File: config.mk
export PLATFORM = sky130hd
export DESIGN_NAME = bus_cmd_gen
export DESIGN_NICKNAME = d
export VERILOG_FILES = /design/src/rtl/bcg_pkg.sv /design/src/rtl/bcg_status_decode.sv /design/src/rtl/bcg_cycle_fsm.sv /design/src/rtl/bcg_strobe_gen.sv /design/src/rtl/bus_cmd_gen.sv
export SDC_FILE = /design/constraint.sdc
export NUM_CORES = 1
export LEC_CHECK = 0
export BUFFER_PORTS_ARGS = -buffer_cell sky130_fd_sc_hd__buf_2
export CAP_MARGIN = 25
export CORE_MARGIN = 8
export CORE_UTILIZATION = 50
export DETAILED_ROUTE_END_ITERATION = 8
export GPL_TIMING_DRIVEN = 1
export PLACE_DENSITY = 0.73
export SYNTH_ARGS = -nofsm -noshare
export SYNTH_HDL_FRONTEND = slang
export SYNTH_SLANG_ARGS = --single-unit
File: constraint.sdc
create_clock -name clk -period 2.4 [get_ports clk]
set_clock_uncertainty 0.2 [all_clocks]
set_input_delay 0.48 -clock clk [delete_from_list [all_inputs] [get_ports clk]]
set_output_delay 0.48 -clock clk [all_outputs]
set_load 0.05 [all_outputs]
File: src/rtl/bcg_pkg.sv
package bcg_pkg;

    localparam int STAT_W = 3;

    typedef enum logic [STAT_W-1:0] {
        ST_INTA  = 3'b000,
        ST_IORD  = 3'b001,
        ST_IOWR  = 3'b010,
        ST_HALT  = 3'b011,
        ST_FETCH = 3'b100,
        ST_MRD   = 3'b101,
        ST_MWR   = 3'b110,
        ST_PASV  = 3'b111
    } stat_code_e;

    typedef enum logic [2:0] {
        K_NONE,
        K_INTA,
        K_IORD,
        K_IOWR,
        K_MRD,
        K_MWR,
        K_HALT
    } cyc_kind_e;

    typedef enum logic [1:0] {
        PH_IDLE,
        PH_ADDR,
        PH_SETUP,
        PH_CMD
    } phase_e;

    typedef struct packed {
        logic ale;
        logic den;
        logic dtr;
        logic mrd_n;
        logic mwr_n;
        logic iord_n;
        logic iowr_n;
        logic inta_n;
    } bus_ctl_t;

    localparam bus_ctl_t CTL_IDLE = '{
        ale: 1'b0, den: 1'b0, dtr: 1'b0,
        mrd_n: 1'b1, mwr_n: 1'b1, iord_n: 1'b1, iowr_n: 1'b1, inta_n: 1'b1
    };

endpackage

File: src/rtl/bcg_status_decode.sv
module bcg_status_decode
    import bcg_pkg::*;
(
    input  logic [STAT_W-1:0] stat_i,
    output cyc_kind_e         kind_o,
    output logic              passive_o
);

    always_comb begin
        passive_o = 1'b0;
        kind_o    = K_NONE;
        unique case (stat_code_e'(stat_i))
            ST_INTA:  kind_o = K_INTA;
            ST_IORD:  kind_o = K_IORD;
            ST_IOWR:  kind_o = K_IOWR;
            ST_HALT:  kind_o = K_HALT;
            ST_FETCH: kind_o = K_MRD;
            ST_MRD:   kind_o = K_MRD;
            ST_MWR:   kind_o = K_MWR;
            ST_PASV:  passive_o = 1'b1;
            default:  passive_o = 1'b1;
        endcase
    end

endmodule

File: src/rtl/bcg_cycle_fsm.sv
module bcg_cycle_fsm
    import bcg_pkg::*;
#(
    parameter int CMD_LAG = 1
) (
    input  logic      clk,
    input  logic      rst_n,
    input  cyc_kind_e kind_i,
    input  logic      passive_i,
    output phase_e    phase_d_o,
    output cyc_kind_e kind_d_o
);

    localparam int CNT_W = $clog2(CMD_LAG + 1);
    localparam logic [CNT_W-1:0] LAG_C = CNT_W'(CMD_LAG);

    typedef struct packed {
        phase_e          phase;
        cyc_kind_e       kind;
        logic [CNT_W-1:0] cnt;
    } fsm_t;

    fsm_t st_q, st_d;

    always_comb begin
        st_d = st_q;
        unique case (st_q.phase)
            PH_IDLE: begin
                if (!passive_i) begin
                    st_d.phase = PH_ADDR;
                    st_d.kind  = kind_i;
                    st_d.cnt   = CNT_W'(1);
                end
            end
            PH_ADDR, PH_SETUP: begin
                if (passive_i) begin
                    st_d.phase = PH_IDLE;
                    st_d.kind  = K_NONE;
                    st_d.cnt   = '0;
                end else if (st_q.cnt >= LAG_C) begin
                    st_d.phase = PH_CMD;
                end else begin
                    st_d.phase = PH_SETUP;
                    st_d.cnt   = st_q.cnt + CNT_W'(1);
                end
            end
            PH_CMD: begin
                if (passive_i) begin
                    st_d.phase = PH_IDLE;
                    st_d.kind  = K_NONE;
                    st_d.cnt   = '0;
                end
            end
            default: st_d.phase = PH_IDLE;
        endcase
    end

    always_ff @(posedge clk or negedge rst_n) begin
        if (!rst_n) begin
            st_q <= '{phase: PH_IDLE, kind: K_NONE, cnt: '0};
        end else begin
            st_q <= st_d;
        end
    end

    assign phase_d_o = st_d.phase;
    assign kind_d_o  = st_d.kind;

    // a sampled passive code always closes the cycle
    assert_passive_ends_R8: assert property (@(posedge clk) disable iff (!rst_n)
        passive_i |=> (st_q.phase == PH_IDLE));

    // the captured type holds while the cycle stays open
    assert_kind_hold_R9: assert property (@(posedge clk) disable iff (!rst_n)
        (st_q.phase != PH_IDLE && !passive_i) |=> $stable(st_q.kind));

    // the command phase is reached only after the full lag
    assert_cmd_after_lag_R3: assert property (@(posedge clk) disable iff (!rst_n)
        (st_q.phase == PH_CMD) |-> (st_q.cnt == LAG_C));

    // a non-passive code seen while idle opens the address phase
    assert_open_R2: assert property (@(posedge clk) disable iff (!rst_n)
        (st_q.phase == PH_IDLE && !passive_i) |=> (st_q.phase == PH_ADDR));

endmodule

File: src/rtl/bcg_strobe_gen.sv
module bcg_strobe_gen
    import bcg_pkg::*;
(
    input  logic      clk,
    input  logic      rst_n,
    input  phase_e    phase_i,
    input  cyc_kind_e kind_i,
    output bus_ctl_t  ctl_o
);

    bus_ctl_t ctl_d, ctl_q;

    always_comb begin
        ctl_d     = CTL_IDLE;
        ctl_d.ale = (phase_i == PH_ADDR);
        ctl_d.dtr = (phase_i != PH_IDLE) && (kind_i == K_MWR || kind_i == K_IOWR);
        if (phase_i == PH_CMD) begin
            unique case (kind_i)
                K_INTA: begin ctl_d.inta_n = 1'b0; ctl_d.den = 1'b1; end
                K_IORD: begin ctl_d.iord_n = 1'b0; ctl_d.den = 1'b1; end
                K_IOWR: begin ctl_d.iowr_n = 1'b0; ctl_d.den = 1'b1; end
                K_MRD:  begin ctl_d.mrd_n  = 1'b0; ctl_d.den = 1'b1; end
                K_MWR:  begin ctl_d.mwr_n  = 1'b0; ctl_d.den = 1'b1; end
                default: ctl_d.den = 1'b0;
            endcase
        end
    end

    always_ff @(posedge clk or negedge rst_n) begin
        if (!rst_n) begin
            ctl_q <= CTL_IDLE;
        end else begin
            ctl_q <= ctl_d;
        end
    end

    assign ctl_o = ctl_q;

    logic [4:0] cmd_low;
    assign cmd_low = ~{ctl_q.mrd_n, ctl_q.mwr_n, ctl_q.iord_n, ctl_q.iowr_n, ctl_q.inta_n};

    // the latch pulse lasts one clock
    assert_ale_pulse_R2: assert property (@(posedge clk) disable iff (!rst_n)
        ctl_q.ale |=> !ctl_q.ale);

    // never more than one strobe low
    assert_one_strobe_R11: assert property (@(posedge clk) disable iff (!rst_n)
        $countones(cmd_low) <= 1);

    // latch pulse and command never overlap
    assert_no_overlap_R3: assert property (@(posedge clk) disable iff (!rst_n)
        !(ctl_q.ale && (cmd_low != 5'b0)));

    // data enable only with an active strobe
    assert_den_with_cmd_R7: assert property (@(posedge clk) disable iff (!rst_n)
        ctl_q.den |-> (cmd_low != 5'b0));

    // direction does not move while data is enabled
    assert_dtr_steady_R6: assert property (@(posedge clk) disable iff (!rst_n)
        (ctl_q.den && $past(ctl_q.den)) |-> $stable(ctl_q.dtr));

endmodule

File: src/rtl/bus_cmd_gen.sv
module bus_cmd_gen
    import bcg_pkg::*;
#(
    parameter int CMD_LAG = 1
) (
    input  logic                clk,
    input  logic                rst_n,
    input  logic [STAT_W-1:0]   stat_i,
    output logic                ale_o,
    output logic                den_o,
    output logic                dtr_o,
    output logic                mrd_n_o,
    output logic                mwr_n_o,
    output logic                iord_n_o,
    output logic                iowr_n_o,
    output logic                inta_n_o
);

    cyc_kind_e dec_kind;
    logic      dec_passive;
    phase_e    nxt_phase;
    cyc_kind_e nxt_kind;
    bus_ctl_t  ctl;

    bcg_status_decode u_decode (
        .stat_i    (stat_i),
        .kind_o    (dec_kind),
        .passive_o (dec_passive)
    );

    bcg_cycle_fsm #(
        .CMD_LAG (CMD_LAG)
    ) u_fsm (
        .clk       (clk),
        .rst_n     (rst_n),
        .kind_i    (dec_kind),
        .passive_i (dec_passive),
        .phase_d_o (nxt_phase),
        .kind_d_o  (nxt_kind)
    );

    bcg_strobe_gen u_strobe (
        .clk     (clk),
        .rst_n   (rst_n),
        .phase_i (nxt_phase),
        .kind_i  (nxt_kind),
        .ctl_o   (ctl)
    );

    assign ale_o    = ctl.ale;
    assign den_o    = ctl.den;
    assign dtr_o    = ctl.dtr;
    assign mrd_n_o  = ctl.mrd_n;
    assign mwr_n_o  = ctl.mwr_n;
    assign iord_n_o = ctl.iord_n;
    assign iowr_n_o = ctl.iowr_n;
    assign inta_n_o = ctl.inta_n;

endmodule

==> impl_metrics.yaml, run 1 <==
run_status:
  status: "complete, no violations"
grt:
  grt_max_degree: 15
  grtUsageTotal_pct: 11.6
  grt_use_met3_pct: 4.41
  grt_pass1_wl_um: 2490
  use_met2_pct: 19.9
  antenna_found_initial: 0
  first_global_vias: 609
  gr-max-usage-layer: "met2"
  gr-usage-met1_pct: 12.3
  grt_overflow: 0
worst_setup_path:
  crit_path_end_kind: "flop"
  cp-endpoint: "u_strobe.ctl_o[2]"
  timing.rr.end: "u_strobe.ctl_o[2]"
  ff2ff_path_depth: 7
  r2r_slack_ns: 0.12
  cp_max_fo: 5
  startpoint: "u_fsm.st_q[4]"
  crit_arrival_ns: 2.27
  criticalPathCategory: "reg -> reg"
  r2r_start: "u_fsm.st_q[4]"
  required_ns: 2.39
  startpoint_type: "flop"
layout:
  drive_above_1_share_pct: 38.4
  num_antenna_cells: 0
  area_growth_pct: 19.6
  finalNetCount: 95
  fill_cells: 110
  multi_input_area_sq_um: 342
  ff_latch_area_sq_um: 357
floorplan:
  num_io_pins: 13
  fp.dieH_um: 54.0
  die_area_sq_um: 2920
  start_util_pct: 54.2
  core_area_sq_um: 1330
  die_width_um: 54.0
  row_count: 13
logic_synthesis:
  syn_avg_cell_area_sq_um: 10.6
  synthCells: 68
  ys_ff_latch: 14
  synthesis.area_sq_um: 723
  synthDominantCellAreaShare_pct: 31.1
  synth_edf_count: 0
  synth.largest_area_cell: "dfrtp_1"
  synthArstFlopShare_pct: 100
  synth_warnings: 0
  synth_area_leaders: "dfrtp_1 31%, dfstp_2 18%, ha_1 5.2%"
  synth_cell_types: 37
  synthFlopType: "dfrtp_1"
  yosysSeqAreaShare_pct: 49.3
  synth_nets: 76
route:
  via_per_inst: 5.75
  firstDrtPassIters: 3
  num_vias: 581
  remaining_drc_errors: 0
  antenna_left: 0
  drt_iter0_markers: 10
  wl_per_cell_um: 14.3
  drt_wl_total_um: 1440
timing:
  final.period_utilization_pct: 94.9
  timing.hold.ws_ns: 0.381
  setup_viol: 0
  max_freq_mhz: 439
  slew_violations: 0
  final.setup.tns_ns: 0
  slew-limit-headroom_pct: 70.6
  finalCriticalPeriod_ns: 2.28
  worst_slew_pin_slew_ns: 0.438
  rsz0062_at_grt: "false"
  finalHoldViolations: 0
min_path:
  holdPathStages: 2
  hold_path.class: "reg -> reg"
power_and_ir_drop:
  leakage_nw: 0.392
  power.density_nw_per_um2: 1420
  vdd_drop_max_mv: 0.760
placed_design:
  io_buffers: 12
  place_hpwl_um: 1120
  place.gp.congestion: 0.820
cts:
  clk_pin_slew_worst_paths_ns: 0.08
  post_cts_buffers: 0
  clockRootBuffer: "clkbuf_4"
  cts_made_buffers: 3
  insertion_delay_ns: 0.27
  clkSinkCount: 14
  cts_tree: "yes"
  cts_buffer_depth: 2
  h-tree-depth: 1
run:
  maxCapViolCount: 0
## sequential cells by signal, summed over array words and instances (netlist names)
signal          flops
u_strobe.ctl_o      8
u_fsm.st_q          6
## synth_stat cells, types with 2 or more instances
cell type	number
o22ai_1	2
inv_2	2
a21oi_1	4
nand2_1	4
ha_1	3
nand3_1	2
a21oi_2	2
inv_1	5
or4_1	2
nand4_1	2
dfstp_2	5
dfrtp_1	9
nor3_1	2
## what timing repair did
| action | CTS | global route |
|---|---|---|
| endpoints found under the setup margin | 0 | 4 |
| resized for setup | 0 | 2 |
| endpoints found under the hold margin | 9 | 0 |
| hold buffers | 1 | 0 |
## routing by layer
layer  wire, um  part of all wire (%)
met2        707                    49
met3         77                   5.3
met4         31                   2.2
met1        624                    43
met5          0                     0
## how the worst min path moves through the flow
stage	from	endpoint	slack [ns]
floorplan	rst_n	u_fsm.st_q[0]	-0.02
global placement	rst_n	u_fsm.st_q[4]	0.19
detailed placement	rst_n	u_fsm.st_q[4]	0.19
CTS	u_fsm.st_q[0]	u_fsm.st_q[0]	0.39
global route	u_fsm.st_q[0]	u_fsm.st_q[0]	0.42
finish	u_fsm.st_q[0]	u_fsm.st_q[0]	0.38
## per-stage QoR
| step | worst slack, ns | instances | area, sq um | power [mW] | utilization [%] |
|---|---|---|---|---|---|
| 6_report | 0.122 | 101 | 865 | 1.23 | 64.8 |
| 5_1_grt | 0.00984 | 101 | 865 | 1.33 | 64.8 |
| 3_5_place_dp | 0.0872 | 96 | 812 | 1.06 | 60.9 |
| 2_1_floorplan | 0.262 | 68 | 723 | 0.899 | - |
| 3_3_place_gp | 0.125 | 96 | 812 | 1.05 | 60.9 |
| 4_1_cts | 0.0713 | 101 | 858 | 1.23 | 64.4 |
## power by group
part	total (mW)	leakage (nW)	internal, mW	switching [mW]
logic	0.701	0.204	0.246	0.455
clock network	0.160	0.0210	0.0922	0.0681
registers	0.368	0.166	0.325	0.0430
## placed cells by master, fill, tap and decap left out, types with 2 or more instances in the layout
cell / synthesis / final
inv_1: 5 / 5
or4_1: 2 / 2
a21oi_1: 4 / 3
dfstp_2: 5 / 5
a21oi_2: 2 / 3
clkbuf_4: 0 / 3
buf_2: 1 / 12
dfrtp_1: 9 / 9
nand2_1: 4 / 4
nand4_1: 2 / 2
ha_1: 3 / 2
nand3_1: 2 / 2
nor3_1: 2 / 2
o22ai_1: 2 / 2
inv_2: 2 / 2
buf_4: 0 / 2
## critical path: stages, from the launching register on
cell and delay (ns):
dfrtp_1 0.39, inv_1 0.09, ha_1 0.33, or2_4 0.27
a21oi_2 0.14, a221o_1 0.20, inv_2 0.07, or4_1 0.51
## area by class of cell
class,instances,area share (%)
clock buffers,4,4.20
inverters,7,3.04
multi-input cells,46,39.5
flip-flops and latches,14,41.2
well taps,15,2.17
repair buffers,15,9.84
## cell families (layout without fill, tap and decap cells)
family | Yosys count | in the layout | synth area share (%)
flip-flops | 14 | 14 | 49.3
adder cells (fa/ha/maj) | 3 | 3 | 5.19
AND/OR/NAND/NOR | 21 | 21 | 17.5
AO/OA/AOI/OAI | 20 | 20 | 20.4
buffers and inverters | 8 | 26 | 4.33
multiplexers | 2 | 2 | 3.29
Note: power is estimated with default switching activity, not from simulation.
==> run 2: changes to the inputs <==
PLACE_DENSITY = not set   (was 0.73)
PLACE_DENSITY_LB_ADDON = 0.12   (was not set)
==> impl_metrics.yaml, run 2 (synthesis gave the netlist of run 1 again) <==
run_status:
  status: "complete, no violations"
layout:
  num_antenna_cells: 0
  layout_common_cells: "12 x buf_2, 9 x dfrtp_1, 5 x inv_1, 5 x buf_4, 5 x dfstp_2"
  mostFrequentLayoutCell: "buf_2"
  drive_above_1_share_pct: 39.3
  finalNetCount: 98
  area_growth_pct: 22.3
  largest_reg_flops: 8
floorplan:
  die_width_um: 54.0
  die_area_sq_um: 2920
  row_count: 13
  start_util_pct: 54.2
  num_io_pins: 13
  core_area_sq_um: 1330
  fp.dieH_um: 54.0
route:
  remaining_drc_errors: 0
  via_per_inst: 5.66
  wl_per_cell_um: 14.7
  drt_wl_total_um: 1530
  num_vias: 589
  antenna_left: 0
  firstDrtPassIters: 4
  drt_iter0_markers: 7
placed_design:
  io_buffers: 12
  pre_cts_ws_ns: 0.118
  place_hpwl_um: 1220
  place.gp.congestion: 0.885
timing:
  max_freq_mhz: 446
  final.setup.tns_ns: 0
  rsz0062_at_grt: "false"
  finalHoldViolations: 0
  final.period_utilization_pct: 93.3
  finalCriticalPeriod_ns: 2.24
  setup_slack_ns: 0.160
  slew-limit-headroom_pct: 69.9
  setup_viol: 0
  slew_violations: 0
  worst_slew_pin_slew_ns: 0.448
worst_setup_path:
  crit_arrival_ns: 2.23
  criticalPathCategory: "reg -> reg"
  required_ns: 2.39
  startpoint_type: "flop"
  r2r_slack_ns: 0.16
  crit_path_end_kind: "flop"
  cp_max_fo: 4
power_and_ir_drop:
  leakage_nw: 0.406
  power.density_nw_per_um2: 1440
  power.total_mw: 1.28
  vdd_drop_max_mv: 0.666
grt:
  grt_pass1_wl_um: 2580
  grt_use_met3_pct: 3.86
  gr-max-usage-layer: "met2"
  grtUsageTotal_pct: 12.0
  gr-usage-met1_pct: 14.9
  first_global_vias: 557
  antenna_found_initial: 0
  grt_max_degree: 15
  use_met2_pct: 19.9
  grt_overflow: 0
cts:
  h-tree-depth: 1
  clockRootBuffer: "clkbuf_4"
  cts_tree: "yes"
  insertion_delay_ns: 0.27
  clk_pin_slew_worst_paths_ns: 0.09
  clkSinkCount: 14
  cts_buffer_depth: 2
  cts_made_buffers: 3
min_path:
  hold_path.class: "reg -> reg"
run:
  maxCapViolCount: 0
-- run 2: per-layer routing --
| metal | part of all wire [%] | wire length, um |
|---|---|---|
| met3 | 4.0 | 61 |
| met2 | 52 | 797 |
| met4 | 0 | 0 |
| met5 | 0 | 0 |
| met1 | 44 | 672 |
-- run 2: area by class of cell --
class	instances	area, sq um
fillers	100	449
flip-flops and latches	14	357
multi-input cells	46	339
repair buffers	18	108
clock buffers	4	36.3
inverters	7	26.3
well taps	15	18.8
-- run 2: report_power, final --
| group | total (mW) | switching (mW) | internal [mW] |
|---|---|---|---|
| logic | 0.746 | 0.471 | 0.276 |
| clock network | 0.168 | 0.0763 | 0.0921 |
| registers | 0.362 | 0.0371 | 0.324 |
-- run 2: worst max-delay path, cell delays in order (launching register included) --
cell     delay [ns]
dfrtp_1        0.40
inv_1          0.08
ha_1           0.32
or2_4          0.27
a21oi_2        0.13
a221o_1        0.19
inv_2          0.07
or4_1          0.51
-- run 2: path summary, 6_finish.rpt --
kind,start,endpoint,depth (start not counted)
min in group asynchronous,rst_n,u_fsm.st_q[2],2
hold reg to reg,u_fsm.st_q[0],u_fsm.st_q[0],2
setup reg to reg,u_fsm.st_q[5],u_strobe.ctl_o[2],7
setup / recovery,u_fsm.st_q[5],u_strobe.ctl_o[2],7
max in group asynchronous,rst_n,u_strobe.ctl_o[0],2
hold / removal,u_fsm.st_q[0],u_fsm.st_q[0],2
-- run 2: timing repair --
item	CTS	global route
hold buffers	1	0
resized for setup	0	2
hold endpoints to repair	9	0
endpoints found under the setup margin	0	4
buffers inserted	0	2
-- run 2: through the flow --
| step | instance area, sq um | instances | utilization, % | hold WS [ns] |
|---|---|---|---|---|
| 2_1_floorplan | 723 | 68 | - | -0.0156 |
| 4_1_cts | 866 | 102 | 64.9 | 0.381 |
| 5_1_grt | 885 | 104 | 66.3 | 0.423 |
| 6_report | 885 | 104 | 66.3 | 0.373 |
| 3_5_place_dp | 820 | 97 | 61.4 | 0.193 |
| 3_3_place_gp | 820 | 97 | 61.4 | 0.186 |
